### src/rtl/axcl_pkg.sv
package axcl_pkg;

    localparam int ADDR_W    = 30;
    localparam int ID_W      = 7;
    localparam int LEN_W     = 8;
    localparam int USER_W    = 14;
    localparam int NUM_RULES = 6;
    localparam int NUM_CH    = 2;

    // rule bit positions (software-visible order of the flag vectors)
    localparam int RB_SIZE  = 0;
    localparam int RB_BURST = 1;
    localparam int RB_LEN   = 2;
    localparam int RB_USER  = 3;
    localparam int RB_PROT  = 4;
    localparam int RB_COL   = 5;

    localparam logic [2:0] SIZE_32B   = 3'b101;
    localparam logic [1:0] BURST_INCR = 2'b01;
    localparam logic [2:0] PROT_REQ   = 3'b010;

    typedef logic [NUM_RULES-1:0] rules_t;

    typedef struct packed {
        logic              col1;
        logic [ID_W-1:0]   id;
        logic [LEN_W-1:0]  len;
        logic [2:0]        size;
        logic [1:0]        burst;
        logic [2:0]        prot;
        logic [USER_W-1:0] user;
    } cmd_t;

    typedef enum logic {
        ST_CLEAN   = 1'b0,
        ST_FLAGGED = 1'b1
    } sum_state_t;

endpackage

### src/rtl/axcl_rule_eval.sv
module axcl_rule_eval
    import axcl_pkg::*;
#(
    parameter bit CHECK_PROT = 1'b1
) (
    input  cmd_t   cmd,
    input  logic   mode_pbl8,
    output rules_t bad
);

    localparam logic [USER_W-1:0] USER_MASK = ~{{(USER_W-1){1'b0}}, 1'b1};

    always_comb begin
        bad           = '0;
        bad[RB_SIZE]  = (cmd.size != SIZE_32B);
        bad[RB_BURST] = (cmd.burst != BURST_INCR);
        if (mode_pbl8) begin
            bad[RB_LEN] = (cmd.len != LEN_W'(1));
            bad[RB_COL] = cmd.col1;
        end else begin
            bad[RB_LEN] = (cmd.len > LEN_W'(1));
            bad[RB_COL] = 1'b0;
        end
        bad[RB_USER]  = |(cmd.user & USER_MASK);
        bad[RB_PROT]  = CHECK_PROT && (cmd.prot != PROT_REQ);
    end

endmodule

### src/rtl/axcl_chan_track.sv
module axcl_chan_track
    import axcl_pkg::*;
(
    input  logic            clk,
    input  logic            rst_n,
    input  logic            clr,
    input  logic            hs,
    input  logic [ID_W-1:0] id,
    input  rules_t          bad,
    output logic            set_evt,
    output rules_t          sticky,
    output logic            hit,
    output logic [ID_W-1:0] hit_id,
    output rules_t          hit_rules
);

    rules_t now_bad;

    always_comb begin
        now_bad = hs ? bad : '0;
        set_evt = |now_bad;
    end

    always_ff @(posedge clk) begin
        if (!rst_n) begin
            sticky    <= '0;
            hit       <= 1'b0;
            hit_id    <= '0;
            hit_rules <= '0;
        end else begin
            sticky    <= (clr ? '0 : sticky) | now_bad;
            hit       <= set_evt;
            hit_id    <= set_evt ? id : '0;
            hit_rules <= now_bad;
        end
    end

    a_r7_no_hs_no_hit: assert property (@(posedge clk) disable iff (!rst_n)
        !hs |=> !hit);

    a_r8_hit_carries_id: assert property (@(posedge clk) disable iff (!rst_n)
        (hs && set_evt) |=> (hit && hit_id == $past(id)));

    a_r9_sticky_monotone: assert property (@(posedge clk) disable iff (!rst_n)
        !clr |=> ((sticky & $past(sticky)) == $past(sticky)));

    a_r9_clear_wins_when_quiet: assert property (@(posedge clk) disable iff (!rst_n)
        (clr && !hs) |=> (sticky == '0));

endmodule

### src/rtl/axcl_status_fsm.sv
module axcl_status_fsm
    import axcl_pkg::*;
(
    input  logic clk,
    input  logic rst_n,
    input  logic clr,
    input  logic set_evt,
    output logic any_err
);

    sum_state_t state, state_nx;

    always_ff @(posedge clk) begin
        if (!rst_n) state <= ST_CLEAN;
        else        state <= state_nx;
    end

    always_comb begin
        state_nx = state;
        unique case (state)
            ST_CLEAN:   if (set_evt)         state_nx = ST_FLAGGED; // raise
            ST_FLAGGED: if (clr && !set_evt) state_nx = ST_CLEAN;   // wipe
            default:                         state_nx = ST_CLEAN;
        endcase
    end

    always_comb begin
        unique case (state)
            ST_CLEAN:   any_err = 1'b0;
            ST_FLAGGED: any_err = 1'b1;
            default:    any_err = 1'b0;
        endcase
    end

    a_r10_raise_on_event: assert property (@(posedge clk) disable iff (!rst_n)
        set_evt |=> any_err);

endmodule

### src/rtl/axi_cmd_legality_mon.sv
module axi_cmd_legality_mon
    import axcl_pkg::*;
#(
    parameter int COL1_BIT = 6
) (
    input  logic              clk,
    input  logic              rst_n,
    input  logic              mode_pbl8,
    input  logic              err_clr,
    input  logic              aw_valid,
    input  logic              aw_ready,
    input  logic [ADDR_W-1:0] aw_addr,
    input  logic [ID_W-1:0]   aw_id,
    input  logic [LEN_W-1:0]  aw_len,
    input  logic [2:0]        aw_size,
    input  logic [1:0]        aw_burst,
    input  logic [2:0]        aw_prot,
    input  logic [USER_W-1:0] aw_user,
    input  logic              ar_valid,
    input  logic              ar_ready,
    input  logic [ADDR_W-1:0] ar_addr,
    input  logic [ID_W-1:0]   ar_id,
    input  logic [LEN_W-1:0]  ar_len,
    input  logic [2:0]        ar_size,
    input  logic [1:0]        ar_burst,
    input  logic [2:0]        ar_prot,
    input  logic [USER_W-1:0] ar_user,
    output logic [NUM_RULES-1:0] wr_sticky,
    output logic [NUM_RULES-1:0] rd_sticky,
    output logic              wr_hit,
    output logic [ID_W-1:0]   wr_hit_id,
    output logic [NUM_RULES-1:0] wr_hit_rules,
    output logic              rd_hit,
    output logic [ID_W-1:0]   rd_hit_id,
    output logic [NUM_RULES-1:0] rd_hit_rules,
    output logic              any_err
);

    localparam int CH_WR = 0;
    localparam int CH_RD = 1;

    cmd_t            cmd_a     [NUM_CH];
    logic            hs_a      [NUM_CH];
    rules_t          bad_a     [NUM_CH];
    logic            set_a     [NUM_CH];
    rules_t          sticky_a  [NUM_CH];
    logic            hit_a     [NUM_CH];
    logic [ID_W-1:0] hid_a     [NUM_CH];
    rules_t          hrules_a  [NUM_CH];

    always_comb begin
        cmd_a[CH_WR] = '{col1: aw_addr[COL1_BIT], id: aw_id, len: aw_len,
                         size: aw_size, burst: aw_burst, prot: aw_prot, user: aw_user};
        cmd_a[CH_RD] = '{col1: ar_addr[COL1_BIT], id: ar_id, len: ar_len,
                         size: ar_size, burst: ar_burst, prot: ar_prot, user: ar_user};
        hs_a[CH_WR]  = aw_valid && aw_ready;
        hs_a[CH_RD]  = ar_valid && ar_ready;
    end

    for (genvar g = 0; g < NUM_CH; g++) begin : g_ch
        axcl_rule_eval #(
            .CHECK_PROT ((g == CH_RD) ? 1'b1 : 1'b0)
        ) u_eval (
            .cmd       (cmd_a[g]),
            .mode_pbl8 (mode_pbl8),
            .bad       (bad_a[g])
        );

        axcl_chan_track u_track (
            .clk       (clk),
            .rst_n     (rst_n),
            .clr       (err_clr),
            .hs        (hs_a[g]),
            .id        (cmd_a[g].id),
            .bad       (bad_a[g]),
            .set_evt   (set_a[g]),
            .sticky    (sticky_a[g]),
            .hit       (hit_a[g]),
            .hit_id    (hid_a[g]),
            .hit_rules (hrules_a[g])
        );
    end

    axcl_status_fsm u_fsm (
        .clk     (clk),
        .rst_n   (rst_n),
        .clr     (err_clr),
        .set_evt (set_a[CH_WR] || set_a[CH_RD]),
        .any_err (any_err)
    );

    assign wr_sticky    = sticky_a[CH_WR];
    assign rd_sticky    = sticky_a[CH_RD];
    assign wr_hit       = hit_a[CH_WR];
    assign wr_hit_id    = hid_a[CH_WR];
    assign wr_hit_rules = hrules_a[CH_WR];
    assign rd_hit       = hit_a[CH_RD];
    assign rd_hit_id    = hid_a[CH_RD];
    assign rd_hit_rules = hrules_a[CH_RD];

    a_r10_summary_matches: assert property (@(posedge clk) disable iff (!rst_n)
        any_err == ((|wr_sticky) || (|rd_sticky)));

    a_r5_write_prot_ignored: assert property (@(posedge clk) disable iff (!rst_n)
        (aw_valid && aw_ready && aw_prot != PROT_REQ) |=> !wr_hit_rules[RB_PROT]);

    a_r6_col_free_in_bl4: assert property (@(posedge clk) disable iff (!rst_n)
        (ar_valid && ar_ready && !mode_pbl8) |=> !rd_hit_rules[RB_COL]);

    a_r4_precharge_free: assert property (@(posedge clk) disable iff (!rst_n)
        (aw_valid && aw_ready && aw_user == 14'd1) |=> !wr_hit_rules[RB_USER]);

endmodule

### config.mk
export PLATFORM = sky130hd
export DESIGN_NAME = axi_cmd_legality_mon
export DESIGN_NICKNAME = d
export VERILOG_FILES = /design/src/rtl/axcl_pkg.sv /design/src/rtl/axcl_rule_eval.sv /design/src/rtl/axcl_chan_track.sv /design/src/rtl/axcl_status_fsm.sv /design/src/rtl/axi_cmd_legality_mon.sv
export SDC_FILE = /design/constraint.sdc
export NUM_CORES = 1
export LEC_CHECK = 0
export BUFFER_PORTS_ARGS = -buffer_cell sky130_fd_sc_hd__buf_2
export CORE_MARGIN = 10
export CORE_UTILIZATION = 27
export DETAILED_ROUTE_END_ITERATION = 16
export MAX_ROUTING_LAYER = met4
export PLACE_DENSITY = 0.78
export SLEW_MARGIN = 10
export SYNTH_ARGS = -nofsm -noshare
export SYNTH_HDL_FRONTEND = slang
export SYNTH_SLANG_ARGS = --single-unit
### constraint.sdc
create_clock -name clk -period 1.4 [get_ports clk]
set_clock_uncertainty 0.1 [all_clocks]
set_input_delay 0.42 -clock clk [delete_from_list [all_inputs] [get_ports clk]]
set_output_delay 0.42 -clock clk [all_outputs]
set_load 0.1 [all_outputs]
==> results.md <==
- CP Capture Type: register
- Inserted Clock Buffers: 5
- Layout area overhead: 122%
- Vias after detailed routing: 1328
- Max Fclk: 0.693 GHz
- Worst Max-Slew Pin Slew: 0.537 ns
- WL per Instance: 15.8 um
- Layout cells sized above 1: 73.5%
- First drt pass iteration count: 4
- Placement Cell Area: 2640 um^2
- Clk sinks: 39
- # rows: 24
- Area of the die: 7850 um^2
- Routed WL: 4.75 mm
- Rel. slew slack: 64.0%
- Sequential-to-total area share from yosys stat: 61.4%
- Final period util: 103%
- Cell area after layout: 2820 um^2
- Outcome: finished, violations left
- # diodes: 0
- Drt drc: 0
- Final net count: 390
- Hold path start: ar_id[3]
- Initial DRC count: 22
- Core ar.: 4440 um^2
- Max_cap viols: 0
- Fin cells: 301
- H-Tree Depth: 2
- Final setup margin: -0.0422 ns
- Pleak: 1.36 nW
- Seq cells post-synth: 39
- Hold WC Path Type: in2reg
- Setup slack, reg-to-reg: 0.71 ns
- Critical path fanouts, max: 9
- Number of I/O pins: 183
- Failing checks: setup timing
- Final core utilization: 63.5%
- Worst setup SP type: input port
- Clock-pin slew on the worst setup and hold paths: 0.07 ns
- Die height: 88.6 um
- Setup Fix Bufs, Post-CTS: 0
- Yosys warning total: 0
- ANT nets after route: 0
- Port bufs: 117
- Final Hold Vio Count: 0
- GRT Total Usage: 12.1%
- Reg2reg start: g_ch[0].u_track.sticky[1]$_SDFF_PN0_
- Syn avg cell area: 11.1 um^2
- Maximum buffer depth of the clock tree: 2
- Crit path required time: 1.47 ns
- Post-Syn Area: 1270 um^2
- Peak VDD IR: 0.423 mV
- R2r worst-path depth: 1
- Pin count of the biggest net entering global routing: 13
- Number of global-route vias before repair: 1494
- First-pass GRT wire length: 7.13 mm
- HPWL Detailed: 4.13 mm
- Slew Viols, Final: 0
- Setup violators final: 3
- Total power: 2.90 mW
- Hold EP: g_ch[1].u_track.hit_id[3]$_SDFF_PN0_
- Reg2reg end: g_ch[0].u_track.sticky[1]$_SDFF_PN0_
- Mapped Cells: 115
- Hold Slack: 0.233 ns
- Antenna violations before repair: 0
- Placed insts: 293
- Initial Utilization: 28.6%
- RSZ-0062 raised after global routing: yes
- Data arrival time of the critical path: 1.51 ns
- GPL Wtd Cong: 0.760
- Synth cell types: 25
- Later-pin clock latency in the skew report: 0.28 ns
- Worst Path Class, Setup: in2reg
- Pwr/cell area: 1030 nW/um^2
- Via-to-Cell Ratio: 4.41
- CTS Root Cell: clkbuf_8
- Hold Path Depth: 2
- CTS tree: done
- Overflow left after global routing: 0
- Die width: 88.6 um
- Final Critical Period: 1.44 ns
## placed cells by master (no fill, tap or decap), types with 2 or more instances in the layout
master / Yosys / final
buf_4: 2 / 10
nor3_1: 4 / 3
buf_12: 0 / 40
and4_1: 2 / 2
clkbuf_8: 0 / 6
and3b_1: 2 / 2
buf_6: 0 / 3
and2_1: 8 / 8
buf_2: 0 / 75
nor4_4: 1 / 3
nor2b_1: 10 / 9
a21o_1: 11 / 11
dfxtp_2: 0 / 38
nand2b_1: 2 / 2
nand2_1: 3 / 3
nor2_1: 11 / 11
conb_1: 1 / 2
inv_1: 2 / 2
nand3_1: 3 / 3
nor4_1: 5 / 2
## worst max path at each step
stage / start / end / slack (ns)
6_report: aw_user[1] / u_fsm.state$_SDFF_PN0_ / -0.04
5_1_grt: aw_user[8] / u_fsm.state$_SDFF_PN0_ / -0.07
4_1_cts: aw_len[7] / u_fsm.state$_SDFF_PN0_ / -0.008
3_5_place_dp: aw_user[2] / u_fsm.state$_SDFF_PN0_ / -0.35
3_3_place_gp: aw_user[2] / u_fsm.state$_SDFF_PN0_ / -0.31
2_1_floorplan: aw_len[7] / u_fsm.state$_SDFF_PN0_ / -0.12
## synthesized netlist by cell type
cell	count	area [um^2]
nor4_4	1	21.3
nand2_1	3	11.3
nor2_1	11	41.3
and3b_1	2	17.5
buf_4	2	15.0
conb_1	1	3.75
nor3_1	4	20.0
nand4_1	1	6.26
nand3b_1	1	7.51
nand3_1	3	15.0
dfxtp_1	39	781
a31oi_1	1	6.26
inv_1	2	7.51
and4_1	2	17.5
and3_1	1	6.26
nand3_2	1	10.0
nor2b_1	10	62.6
clkbuf_1	1	3.75
o31ai_4	1	21.3
nor3b_1	1	7.51
nand2b_1	2	12.5
a31oi_2	1	12.5
a21o_1	11	82.6
and2_1	8	50.1
nor4_1	5	31.3
## registers in the layout, summed over array words and instances (netlist names)
signal,count
g_ch.u_track.hit_rules,11
g_ch.u_track.hit_id,14
u_fsm.state,1
g_ch.u_track.hit,2
g_ch.u_track.sticky,11
## metrics by stage
step                setup TNS (ns)  setup WS (ns)
finish                     -0.0535        -0.0422
global route                -0.249        -0.0708
CTS                       -0.00801       -0.00801
detailed placement           -7.77         -0.350
global placement             -7.09         -0.313
floorplan                   -0.829         -0.116
## cell families (layout without fill, tap and decap cells)
logic type	count (synthesis)	count (layout)	share of synthesized area (%)
compound gates	14	14	9.65
buf+inv	5	138	2.07
flops	39	39	61.4
other cells	1	2	0.295
simple gates	56	56	26.6
## critical path, cell delays in order
cell and delay (ns):
buf_2 0.11, nor4_4 0.25, nand4_1 0.23, o31ai_4 0.27
buf_12 0.16, nand3b_1 0.07
## area by class of cell
class	instances	area (um^2)
Clock buffer	6	82.6
Tap cell	52	65.1
Sequential cell	39	828
Multi-Input combinational cell	72	520
Inverter	2	7.51
Fill cell	365	1620
Timing Repair Buffer	128	1280
Clock inverter	2	35.0
## where the power goes
part           switching [mW]  internal (mW)
clock network           0.382          0.576
registers              0.0391           1.16
logic                   0.444          0.298
total                   0.865           2.04
## metal layers
| layer | global-route usage (%) | share of wire, % | vias to the layer above |
|---|---|---|---|
| met3 | 6.16 | 9.5 | 5 |
| met5 | - | 0 | - |
| met2 | 20.4 | 50 | 68 |
| met1 | 12.3 | 40 | 601 |
| li1 | - | - | 654 |
| met4 | 3.08 | 0.84 | 0 |
## repair_timing
item / 4_1_cts / 5_1_grt
pin swaps: 1 / 1
hold buffers: 0 / 0
setup endpoints to repair: 3 / 28
resized for setup: 5 / 6
(Power assumes the default switching activity.)
